### config.mk
export PLATFORM = sky130hd
export DESIGN_NAME = sap_port
export DESIGN_NICKNAME = d
export VERILOG_FILES = /design/src/rtl/sap_pkg.sv /design/src/rtl/sap_sync.sv /design/src/rtl/sap_edge.sv /design/src/rtl/sap_rx.sv /design/src/rtl/sap_tx.sv /design/src/rtl/sap_port.sv
export SDC_FILE = /design/constraint.sdc
export NUM_CORES = 1
export LEC_CHECK = 0
export BUFFER_PORTS_ARGS = -buffer_cell sky130_fd_sc_hd__buf_2
export CAP_MARGIN = 20
export CORE_MARGIN = 4
export CORE_UTILIZATION = 59
export CTS_BUF_LIST = sky130_fd_sc_hd__clkbuf_8
export DETAILED_ROUTE_END_ITERATION = 10
export GPL_ROUTABILITY_DRIVEN = 0
export PLACE_DENSITY = 0.8
export SETUP_SLACK_MARGIN = 0.15
export SYNTH_ARGS = -nofsm -noshare
export SYNTH_HDL_FRONTEND = slang
export SYNTH_HIERARCHICAL = 1
export SYNTH_SLANG_ARGS = --single-unit
### constraint.sdc
create_clock -name clk_i -period 3.2 [get_ports clk_i]
set_clock_uncertainty 0.2 [all_clocks]
set_input_delay 0.48 -clock clk_i [delete_from_list [all_inputs] [get_ports clk_i]]
set_output_delay 0.48 -clock clk_i [all_outputs]
set_load 0.01 [all_outputs]
### src/rtl/sap_pkg.sv
package sap_pkg;
  localparam int unsigned WORD_W = 24;

  typedef struct packed {
    logic bclk;
    logic dac_fclk;
    logic adc_fclk;
    logic sdata;
  } serial_in_t;

  typedef enum logic {
    CH_LEFT  = 1'b0,
    CH_RIGHT = 1'b1
  } chan_e;
endpackage

### src/rtl/sap_sync.sv
module sap_sync #(
  parameter int unsigned W      = 1,
  parameter int unsigned STAGES = 2
) (
  input  logic         clk_i,
  input  logic         rst_ni,
  input  logic [W-1:0] d_i,
  output logic [W-1:0] q_o
);
  logic [W-1:0] stg [STAGES];

  always_ff @(posedge clk_i or negedge rst_ni) begin
    if (!rst_ni) stg[0] <= '0;
    else         stg[0] <= d_i;
  end

  for (genvar s = 1; s < STAGES; s++) begin : g_stage
    always_ff @(posedge clk_i or negedge rst_ni) begin
      if (!rst_ni) stg[s] <= '0;
      else         stg[s] <= stg[s-1];
    end
  end

  assign q_o = stg[STAGES-1];
endmodule

### src/rtl/sap_edge.sv
module sap_edge (
  input  logic clk_i,
  input  logic rst_ni,
  input  logic bclk_i,
  input  logic inv_i,
  output logic sample_o,
  output logic launch_o
);
  logic bclk_q;
  logic rise, fall;

  always_ff @(posedge clk_i or negedge rst_ni) begin
    if (!rst_ni) bclk_q <= 1'b0;
    else         bclk_q <= bclk_i;
  end

  assign rise = bclk_i & ~bclk_q;
  assign fall = ~bclk_i & bclk_q;

  assign sample_o = inv_i ? fall : rise;
  assign launch_o = inv_i ? rise : fall;
endmodule

### src/rtl/sap_rx.sv
module sap_rx #(
  parameter int unsigned WORD_W = 24
) (
  input  logic              clk_i,
  input  logic              rst_ni,
  input  logic              sample_i,
  input  logic              sd_i,
  input  logic              fclk_i,
  output logic [WORD_W-1:0] left_o,
  output logic [WORD_W-1:0] right_o,
  output logic              valid_o
);
  localparam logic [WORD_W-1:0] MSB_POS = {1'b1, {(WORD_W-1){1'b0}}};

  logic              fclk_q, synced, left_ok;
  logic [WORD_W-1:0] shreg, pos, left_stage, word_nxt;
  logic              slot_end;

  // one-hot bit position; runs out after WORD_W bits so extra bits drop
  assign word_nxt = sd_i ? (shreg | pos) : shreg;
  assign slot_end = fclk_i ^ fclk_q;

  always_ff @(posedge clk_i or negedge rst_ni) begin
    if (!rst_ni) begin
      fclk_q     <= 1'b0;
      synced     <= 1'b0;
      left_ok    <= 1'b0;
      shreg      <= '0;
      pos        <= '0;
      left_stage <= '0;
      left_o     <= '0;
      right_o    <= '0;
      valid_o    <= 1'b0;
    end else begin
      valid_o <= 1'b0;
      if (sample_i) begin
        fclk_q <= fclk_i;
        if (slot_end) begin
          synced <= 1'b1;
          shreg  <= '0;
          pos    <= MSB_POS;
          if (synced) begin
            if (fclk_q == sap_pkg::CH_LEFT) begin
              left_stage <= word_nxt;
              left_ok    <= 1'b1;
            end else begin
              left_ok <= 1'b0;
              if (left_ok) begin
                left_o  <= left_stage;
                right_o <= word_nxt;
                valid_o <= 1'b1;
              end
            end
          end
        end else begin
          shreg <= word_nxt;
          pos   <= pos >> 1;
        end
      end
    end
  end
endmodule

### src/rtl/sap_tx.sv
module sap_tx #(
  parameter int unsigned WORD_W = 24
) (
  input  logic              clk_i,
  input  logic              rst_ni,
  input  logic              sample_i,
  input  logic              launch_i,
  input  logic              fclk_i,
  input  logic [WORD_W-1:0] left_i,
  input  logic [WORD_W-1:0] right_i,
  output logic              sd_o
);
  localparam logic [WORD_W-1:0] MSB_POS = {1'b1, {(WORD_W-1){1'b0}}};

  logic              fclk_q;
  logic [WORD_W-1:0] word, pos;

  always_ff @(posedge clk_i or negedge rst_ni) begin
    if (!rst_ni) begin
      fclk_q <= 1'b0;
      word   <= '0;
      pos    <= '0;
      sd_o   <= 1'b0;
    end else begin
      if (sample_i) begin
        fclk_q <= fclk_i;
        if (fclk_i ^ fclk_q) begin
          word <= (fclk_i == sap_pkg::CH_RIGHT) ? right_i : left_i;
          pos  <= MSB_POS;
        end
      end
      if (launch_i) begin
        sd_o <= |(word & pos);
        pos  <= pos >> 1;
      end
    end
  end
endmodule

### src/rtl/sap_port.sv
module sap_port #(
  parameter int unsigned WORD_W      = sap_pkg::WORD_W,
  parameter int unsigned SYNC_STAGES = 2
) (
  input  logic              clk_i,
  input  logic              rst_ni,
  input  logic              bclk_i,
  input  logic              dac_fclk_i,
  input  logic              adc_fclk_i,
  input  logic              sdata_i,
  input  logic              bclk_inv_i,
  input  logic              master_sel_i,
  input  logic [WORD_W-1:0] adc_left_i,
  input  logic [WORD_W-1:0] adc_right_i,
  output logic              sdata_o,
  output logic [WORD_W-1:0] dac_left_o,
  output logic [WORD_W-1:0] dac_right_o,
  output logic              dac_valid_o
);
  localparam int unsigned IN_W = $bits(sap_pkg::serial_in_t);

  sap_pkg::serial_in_t raw_in, syn_in;
  logic                sample_stb, launch_stb;

  assign raw_in = '{bclk: bclk_i, dac_fclk: dac_fclk_i,
                    adc_fclk: adc_fclk_i, sdata: sdata_i};

  sap_sync #(.W(IN_W), .STAGES(SYNC_STAGES)) u_sync (
    .clk_i (clk_i),
    .rst_ni(rst_ni),
    .d_i   (raw_in),
    .q_o   (syn_in)
  );

  sap_edge u_edge (
    .clk_i   (clk_i),
    .rst_ni  (rst_ni),
    .bclk_i  (syn_in.bclk),
    .inv_i   (bclk_inv_i),
    .sample_o(sample_stb),
    .launch_o(launch_stb)
  );

  sap_rx #(.WORD_W(WORD_W)) u_rx (
    .clk_i   (clk_i),
    .rst_ni  (rst_ni),
    .sample_i(sample_stb),
    .sd_i    (syn_in.sdata),
    .fclk_i  (syn_in.dac_fclk),
    .left_o  (dac_left_o),
    .right_o (dac_right_o),
    .valid_o (dac_valid_o)
  );

  sap_tx #(.WORD_W(WORD_W)) u_tx (
    .clk_i   (clk_i),
    .rst_ni  (rst_ni),
    .sample_i(sample_stb),
    .launch_i(launch_stb),
    .fclk_i  (syn_in.adc_fclk),
    .left_i  (adc_left_i),
    .right_i (adc_right_i),
    .sd_o    (sdata_o)
  );
endmodule

Word level (Yosys, flattened, before mapping)

Index checks and enable logic that the tools add are counted.

Bits in registers: 183
Output and inout port bits: 50

Multiplexer cells: 15
Bitwise logic cells: 9
Reductions and logical operators: 9

Operators by type and width:

| operator            | count |
|---|---|
| two-way mux 24 bit  | 7 |
| bitwise AND 24 bit  | 1 |
| bitwise OR 24 bit   | 1 |
| OR reduction 24 bit | 1 |
| two-way mux 1 bit   | 8 |
| AND reduction 2 bit | 3 |
| AND reduction 5 bit | 1 |
| AND reduction 4 bit | 1 |
| nonzero test 2 bit  | 2 |
| NOT 1 bit           | 3 |
| AND reduction 3 bit | 1 |
| bitwise AND 1 bit   | 2 |
| bitwise XOR 1 bit   | 2 |

Depth between registers and ports, before layout

Gate-level depths: netlist of run 1.

Depth in word-level cells: 5
Gate-level depth with buffers: 10

Hierarchy

Netlist of run 1, hierarchy kept.

Modules (own cells, without submodules):

| module   | instances | cells an instance | area each (sq um) | seq. area each (sq um) |
|---|---|---|---|---|
| sap_rx   | 1         | 329               | 4748.3            | 3103.0 |
| sap_tx   | 1         | 229               | 2279.7            | 1251.2 |
| sap_sync | 1         | 12                | 230.2             | 200.2 |
| sap_edge | 1         | 5                 | 58.8              | 25.0 |

Least setup slack after synthesis of run 1

OpenSTA, ideal clock, no wires.

Path kind: register to register
From: register u_sync.stg, in the netlist u_sync/q_o[3]
To: register u_rx.left_o[0]
Arrival time: 2.239 ns
Required time: 2.875 ns
Slack: 0.635 ns
Cell stages (with the launch flop): 11
Clock period less this slack: 2.565 ns
Cells stage by stage: dfrtp_1 > buf_4 > or2b_1 > mux2i_1 > buf_4 > nand2_1 > or3_1 > clkbuf_1 > buf_6 > buf_6 > mux2_4

Cells in the longest elaborated chain, start to end: 4

Ends and longest elaborated chain:

| what                                     | RTL line       | RTL |
|---|---|---|
| start: declaration                       | sap_sync.sv:10 | `logic [W-1:0] stg [STAGES];` |
| start signal: indexed assignment         | sap_sync.sv:20 | `else stg[s] <= stg[s-1];` |
| NOT 1 bit                                | sap_edge.sv:18 | `assign fall = ~bclk_i & bclk_q;` |
| bitwise AND 1 bit                        | sap_edge.sv:18 |  |
| two-way mux 1 bit (*)                    | sap_edge.sv:20 | `assign sample_o = inv_i ? fall : rise;` |
| via sample_stb                           | sap_port.sv:23 | `logic sample_stb, launch_stb;` |
| AND reduction 5 bit (no source line) (*) | --             |  |
| end signal: assignment                   | sap_rx.sv:49   | `left_o <= left_stage;` |
| end: declaration                         | sap_rx.sv:9    | `output logic [WORD_W-1:0] left_o,` |

Mark *: on every way through the listed nets, which the timed path passes. The rest lies on a longest branch.
A chain may end at the register's enable or synchronous reset.

Final worst setup path of run 1

From: register u_edge.bclk_q
To: register u_rx.left_o[14]

Cells in the longest elaborated chain, start to end: 4

Ends and longest elaborated chain:

| what                                     | RTL line       | RTL |
|---|---|---|
| start: declaration                       | sap_edge.sv:9  | `logic bclk_q;` |
| start signal: assignment                 | sap_edge.sv:14 | `else bclk_q <= bclk_i;` |
| NOT 1 bit                                | sap_edge.sv:17 | `assign rise = bclk_i & ~bclk_q;` |
| bitwise AND 1 bit                        | sap_edge.sv:17 |  |
| two-way mux 1 bit (*)                    | sap_edge.sv:20 |  |
| via sample_stb                           | sap_port.sv:23 |  |
| AND reduction 5 bit (no source line) (*) | --             |  |

Marked as above.

==> summary.txt, run 1 <==
Pwr
  • Peak supply drop: 0.464 mV
  • Static Leak: 4.62 nW
  • P per Cell Area: 596 nW/um2

Cells and area
  • Ant diodes: 0
  • Nets: 734
  • Area delta synth->final: 16.0%
  • Commonest non-fill, non-tap cell in the layout: dfrtp_1
  • Most frequent cells in the layout: dfrtp_1, buf_2, nand2_1
  • # fillers: 824
  • Fraction of layout cells with a size suffix above 1: 33.1%
  • Final Non-Filler Cells: 859

Drt
  • Routed WL: 14000 um
  • DR vias/cell: 5.47
  • Routed len/inst: 16.3 um
  • First drt pass iteration count: 4
  • Via count: 4701
  • First DRT Iteration DRCs: 396
  • Final antenna-violating net count: 0
  • # DRC: 0

Logic synthesis
  • Largest family of logic cells by synthesized area: multiplexers
  • Synthesized instance count: 575
  • Multiplexer area fraction after synthesis: 15.4%
  • Post-synth EDFFs: 0
  • Synth warn: 6
  • Avg Cell Area, Syn: 12.7 um2
  • Synth Area in Compound Gates: 11.7%
  • Synth Area in XOR/XNOR: 0.496%
  • Asr flop ratio synth: 100%
  • Synth Area in Simple Gates: 6.31%
  • Syn Nets: 631
  • Ys flop type: dfrtp_1
  • Adder-cell area share of the yosys netlist: 0%
  • Post-synthesis register bit count: 183
  • Seq/Total Area, Yosys: 62.6%
  • Distinct cell type count after synthesis: 34
  • Post-Syn Area: 7320 um2

STA
  • Unrepaired setup endpoints after global routing: no
  • Min Tclk post-route: 2.58 ns
  • Max Transition Viols Final: 0
  • Fin Setup TNS: 0 ns
  • Worst slew margin relative to its limit: 38.0%
  • Final period util: 80.6%
  • Final setup violation count: 0
  • Worst Tran Pin Value: 0.931 ns
  • Hold Fails Final Rpt: 0
  • Fmax achieved: 388 MHz

Place
  • Port bufs: 104
  • Detail Placement HPWL: 9320 um
  • Placed cell count: 822

Setup path
  • Bufs and invs on worst path: 1
  • Critical path capture point type: flop
  • Crit path required time: 3.33 ns
  • Crit path max fanout: 21
  • Worst Reg-to-Reg Cells: 6
  • Largest delay contributor family on the critical path: simple AND/OR/NAND/NOR gates
  • Critical-path top delay cell: or3_2
  • Critical path depth in cells: 6
  • WP data arrival: 2.70 ns
  • Startpoint class of the critical path: flop
  • R2R setup slack: 0.62 ns
  • Crit-path cells: or2b_1 > mux2i_1 > nand2_1 > or3_2 > buf_4 > mux2_2
  • CP peak stage delay: 0.69 ns
  • Crit path kind: flop to flop

Clock tree
  • CTS tree: done
  • Clk Latency, worst-skew pair: 0.45 ns
  • Clock-pin slew on the worst setup and hold paths: 0.09 ns
  • Clk buf depth: 2
  • CTS buffer count: 17
  • H-tree depth: 4
  • PostCTS Resize Cnt: 0
  • Root buf cell: clkbuf_8
  • CTS sink count: 183

Die
  • Die area: 14200 um2
  • Core Box Area: 12100 um2
  • DIE HEIGHT: 119 um
  • Io pins: 106
  • FP Rows: 40
  • Die X: 119 um
  • Initial Utilization: 60.7%

Min path
  • Hold Path Stages: 3
  • Worst hold path class: input port to flop

Job
  • Maxcap violations: 0

Global route
  • Vias in the first global route: 4796
  • GRT Total Usage: 20.4%
  • Global route overflow: 0
  • First-pass GRT wire length: 23400 um
  • Pin count of the biggest net entering global routing: 75
  • Antenna violations before repair: 0

Outcome
  • Run status: finished, final reports clean
==> flip-flops by register name, indices dropped and copies added (netlist names) <==
name / cells
u_rx/synced: 1
u_tx/fclk_q: 1
u_tx/sd_o: 1
u_edge/bclk_q: 1
u_tx/pos: 24
u_rx/left_o: 24
u_rx/left_ok: 1
u_tx/word: 24
u_rx/fclk_q: 1
u_rx/right_o: 24
u_rx/valid_o: 1
u_sync/stg: 4
u_rx/pos: 24
u_sync/q_o: 4
u_rx/shreg: 24
u_rx/left_stage: 24
==> cell usage after synthesis, types with 2 or more instances <==
cell type / count / area, um2
a22oi_1: 8 / 60.1
nand4_1: 2 / 12.5
nor2_1: 28 / 105
clkbuf_1: 18 / 67.6
nand2_1: 73 / 274
o21ai_1: 46 / 230
mux2i_1: 26 / 260
and2_1: 2 / 12.5
mux2_2: 65 / 732
buf_2: 10 / 50.1
a21oi_1: 25 / 125
a22o_1: 25 / 219
dfrtp_1: 183 / 4580
mux2_4: 9 / 135
a21o_1: 25 / 188
buf_6: 8 / 90.1
buf_4: 5 / 37.5
==> per-layer routing <==
metal	vias to the layer above	global-route usage, %	routed length [um]
met5	-	0	0
met4	0	7.37	163
met3	14	4.70	598
met2	102	32.4	7050
met1	2374	27.9	6170
li1	2211	-	-
==> stage by stage <==
step	utilization (%)	setup WS [ns]	instance area, um2	power, mW	hold slack [ns]
floorplan	-	0.635	7320	3.08	-0.0156
detailed placement	66.0	0.565	7960	3.32	0.136
CTS	70.3	0.605	8480	5.09	0.0818
global placement	66.0	0.622	7960	3.28	0.135
global route	70.3	0.477	8480	5.29	0.0871
finish	70.3	0.622	8480	5.06	0.0985
==> worst register-to-register path: cells and delay by family, from the launching register on <==
kind                   cells  cell delay (ns)
multiplexers               2             0.51
AND/OR/NAND/NOR            3             1.05
flip-flops                 1             0.38
buffers and inverters      1             0.33
==> power breakdown <==
group	switching, mW	total (mW)	leakage (nW)	internal [mW]
combinational	0.312	0.575	1.90	0.263
sequential	0.164	2.70	2.47	2.54
clock	0.751	1.78	0.249	1.03
==> timing repair <==
item | CTS | global route
endpoints found under the hold margin | 58 | 0
hold buffers | 5 | 0
buffers inserted | 0 | 0
==> path summary, 6_finish.rpt <==
path                                   end      startpoint
hold reg to reg              u_sync/q_o[2]   u_sync/stg[6]
max in group asynchronous    u_tx/word[11]          rst_ni
hold / removal               u_tx/word[22]  adc_left_i[22]
setup / recovery           u_rx/left_o[14]   u_edge/bclk_q
setup reg to reg           u_rx/left_o[14]   u_edge/bclk_q
min in group asynchronous   u_rx/left_o[7]          rst_ni
==> area by class of cell <==
type	instances	area [um2]	area share, %
repair buffers	125	709	8.36
flip-flops and latches	183	4580	54.0
clock buffers	22	303	3.57
inverters	2	7.51	0.0885
clock inverters	10	174	2.05
multi-input cells	349	2500	29.5
well taps	168	210	2.48
==> logic make-up after synthesis <==
family                 after synthesis
XOR/XNOR                             2
flip-flops                         183
buffers and inverters               43
multiplexers                       100
AO/OA/AOI/OAI                      134
AND/OR/NAND/NOR                    113
Power figures use the tool's default switching activity.
==> run 2: changes to the inputs <==
--- a/config.mk
+++ b/config.mk
@@ -5,14 +5,15 @@
 export SDC_FILE = /design/constraint.sdc
 export NUM_CORES = 1
 export LEC_CHECK = 0
+export ABC_AREA = 1
 export BUFFER_PORTS_ARGS = -buffer_cell sky130_fd_sc_hd__buf_2
 export CAP_MARGIN = 20
 export CORE_MARGIN = 4
-export CORE_UTILIZATION = 59
+export CORE_UTILIZATION = 54
 export CTS_BUF_LIST = sky130_fd_sc_hd__clkbuf_8
 export DETAILED_ROUTE_END_ITERATION = 10
 export GPL_ROUTABILITY_DRIVEN = 0
-export PLACE_DENSITY = 0.8
+export PLACE_DENSITY = 0.77
 export SETUP_SLACK_MARGIN = 0.15
 export SYNTH_ARGS = -nofsm -noshare
 export SYNTH_HDL_FRONTEND = slang
==> constraint.sdc (replaced) <==
create_clock -name clk_i -period 2.3 [get_ports clk_i]
set_clock_uncertainty 0.2 [all_clocks]
set_input_delay 0.345 -clock clk_i [delete_from_list [all_inputs] [get_ports clk_i]]
set_output_delay 0.345 -clock clk_i [all_outputs]
set_load 0.01 [all_outputs]
==> run 2 against run 1 <==
Effect of this change: critical endpoint is now u_rx/shreg[23]; count of clock-buffer cells in the layout shrank 3; flip-flop and latch count is the same; die area increased by 15%; hold slack got worse by 0.062 ns; first-iteration DRC count up 48%.
==> summary.txt, run 2 <==
Setup path
  • Startpoint class of the critical path: flop
  • Critical path capture point type: flop
  • WP data arrival: 2.07 ns (-0.63 ns)
  • R2R setup slack: 0.43 ns (-0.19 ns)
  • Crit path max fanout: 48 (+130%)
  • Crit path kind: flop to flop
  • Crit path required time: 2.50 ns (-0.83 ns)

Pwr
  • Clock Power Share: 28.7% (-6.5 points)
  • Static Leak: 5.12 nW (+11%)
  • Sequential power share: 52.6% (-0.9 points)
  • Final Power: 7.81 mW (+54%)
  • P per Cell Area: 833 nW/um2 (+40%)
  • Comb pwr share: 18.7% (+7.3 points)
  • Internal power: 5.48 mW (+43%)
  • Peak supply drop: 0.393 mV (-15%)
  • Sw power: 2.32 mW (+89%)
  • Switching Share: 29.8% (+5.5 points)

Global route
  • Antenna violations before repair: 0 (unchanged)
  • Vias in the first global route: 6121 (+28%)
  • First-pass GRT wire length: 29800 um (+27%)
  • Pin count of the biggest net entering global routing: 78 (+4.0%)
  • Global route overflow: 0 (unchanged)
  • GRT Total Usage: 22.9% (+2.4 points)

STA
  • Hold Fails Final Rpt: 0 (unchanged)
  • Min Hold Slack: 0.0364 ns (-0.0621 ns)
  • Setup ws final: 0.431 ns (-0.191 ns)
  • Fmax achieved: 535 MHz (+38%)
  • Worst Tran Pin Value: 0.528 ns (-0.403 ns)
  • Worst slew margin relative to its limit: 64.7% (+27 points)
  • Max Transition Viols Final: 0 (unchanged)
  • Final period util: 81.3% (+0.69 points)
  • Unrepaired setup endpoints after global routing: no
  • Min Tclk post-route: 1.87 ns (-0.709 ns)
  • Final setup violation count: 0 (unchanged)
  • Fin Setup TNS: 0 ns (unchanged)

Clock tree
  • Clk Latency, worst-skew pair: 0.47 ns (+0.02 ns)
  • Clk buf depth: 2 (unchanged)
  • CTS tree: done
  • CTS buffer count: 17 (unchanged)
  • Root buf cell: clkbuf_8
  • Clock-pin slew on the worst setup and hold paths: 0.09 ns (about the same)
  • H-tree depth: 4 (unchanged)
  • CTS sink count: 183 (unchanged)

Cells and area
  • Final Non-Filler Cells: 1231 (+43%)
  • Commonest non-fill, non-tap cell in the layout: nand2_1
  • Area delta synth->final: 20.2%
  • Ant diodes: 0 (unchanged)
  • Multi-input logic area: 2610 um2 (+4.5%)
  • Nets: 1094 (+49%)
  • Register Area: 4580 um2 (unchanged)
  • # fillers: 1065 (+29%)
  • Fraction of layout cells with a size suffix above 1: 17.5% (-16 points)
  • Most frequent cells in the layout: nand2_1, dfrtp_1, buf_2

Place
  • Port bufs: 104 (unchanged)
  • Detail Placement HPWL: 11100 um (+19%)
  • Placed cell count: 1148 (+40%)
  • DP Worst Slack: 0.211 ns (-0.354 ns)

Die
  • Initial Utilization: 55.8% (-4.9 points)
  • DIE HEIGHT: 128 um (+7.4%)
  • Core Box Area: 14000 um2 (+16%)
  • Io pins: 106 (unchanged)
  • Die X: 128 um (+7.4%)
  • Die area: 16400 um2 (+15%)
  • FP Rows: 43 (+7.5%)

Logic synthesis
  • Leading area contributor after synthesis: dfrtp_1
  • Asr flop ratio synth: 100% (unchanged)
  • Top cells by area, synth: dfrtp_1, nand2_1, inv_1, o22ai_2, o21ai_0
  • Area fraction of the dominant cell type after synthesis: 58.7% (-3.9 points)
  • Most frequent cell after synthesis: nand2_1
  • Commonest cells post-synth: nand2_1, dfrtp_1, inv_1
  • Distinct cell type count after synthesis: 23 (-32%)
  • Post-synth EDFFs: 0 (unchanged)
  • Post-Syn Area: 7800 um2 (+6.6%)
  • Post-synthesis register bit count: 183 (unchanged)
  • Seq/Total Area, Yosys: 58.7% (-3.9 points)
  • Ys flop type: dfrtp_1
  • Avg Cell Area, Syn: 8.72 um2 (-31%)
  • Syn Nets: 950 (+51%)
  • Synth warn: 6 (unchanged)
  • Synthesized instance count: 894 (+55%)

Drt
  • Routed WL: 18000 um (+29%)
  • Via count: 6317 (+34%)
  • Final antenna-violating net count: 0 (unchanged)
  • DR vias/cell: 5.13 (-6.2%)
  • Routed len/inst: 14.6 um (-10%)
  • First DRT Iteration DRCs: 587 (+48%)
  • First drt pass iteration count: 5 (+1)
  • # DRC: 0 (unchanged)

Job
  • Maxcap violations: 0 (unchanged)

Min path
  • Worst hold path class: input port to flop

Outcome
  • Run status: finished, final reports clean
-- run 2: cell type report --
class                      count  share of cell area [%]
sequential                   183                    48.9
clock inverter                13                    1.66
inverter                      82                    3.31
timing repair buffer         173                    13.1
clock buffer                  19                    2.79
tap                          180                    2.40
multi-input combinational    581                    27.9
-- run 2: power groups by stage --
stage | combinational (mW) | sequential, mW | clock, mW
4_1_cts | 1.45 | 4.10 | 2.29
3_5_place_dp | 1.38 | 4.16 | 0
5_1_grt | 1.64 | 4.17 | 2.42
6_report | 1.46 | 4.11 | 2.24
3_3_place_gp | 1.33 | 4.15 | 0
2_1_floorplan | 0.757 | 4.19 | 0
-- run 2: logic make-up after synthesis --
kind of cell,Yosys count,share of synthesized area [%]
and+or+nand+nor,482,24.3
DFF,183,58.7
buffers and inverters,130,7.94
AOI/OAI and AO/OA,99,9.08
-- run 2: metal layers --
layer / wire (um) / up-vias / global-route usage (%)
li1: - / 3052 / -
met1: 8060 / 3009 / 32.0
met2: 8470 / 221 / 35.2
met3: 979 / 35 / 3.96
met4: 466 / 0 / 10.3
met5: 0 / - / 0
-- run 2: what timing repair did --
action / 4_1_cts / 5_1_grt
buffers inserted: 0 / 0
resized for setup: 0 / 3
endpoints found under the hold margin: 211 / 0
endpoints found under the setup margin: 0 / 75
hold buffers: 51 / 0
-- run 2: path summary, 6_finish.rpt --
| kind | depth (start not counted) | start | end |
|---|---|---|---|
| worst max-delay path | 9 | u_sync/q_o[3] | u_rx/shreg[23] |
| worst min-delay path | 3 | adc_right_i[21] | u_tx/word[21] |
| worst max register to register | 9 | u_sync/q_o[3] | u_rx/shreg[23] |
| worst min register to register | 0 | u_sync/stg[5] | u_sync/q_o[1] |
| max in group asynchronous | 3 | rst_ni | u_rx/shreg[23] |
| min in group asynchronous | 2 | rst_ni | u_tx/word[7] |
-- run 2: worst max-delay path, stage by stage (launching register included) --
cell and delay [ns]:
dfrtp_1 0.41, inv_1 0.08, nand3_1 0.08, nand2_2 0.20
buf_4 0.21, inv_1 0.08, buf_12 0.18, o21ai_0 0.20
nand2_1 0.08, inv_1 0.08
-- run 2: through the flow --
stage / utilization (%) / instance area (um2)
floorplan: - / 7800
global placement: 60.3 / 8430
detailed placement: 60.3 / 8430
CTS: 66.9 / 9360
global route: 67.0 / 9370
finish: 67.0 / 9370
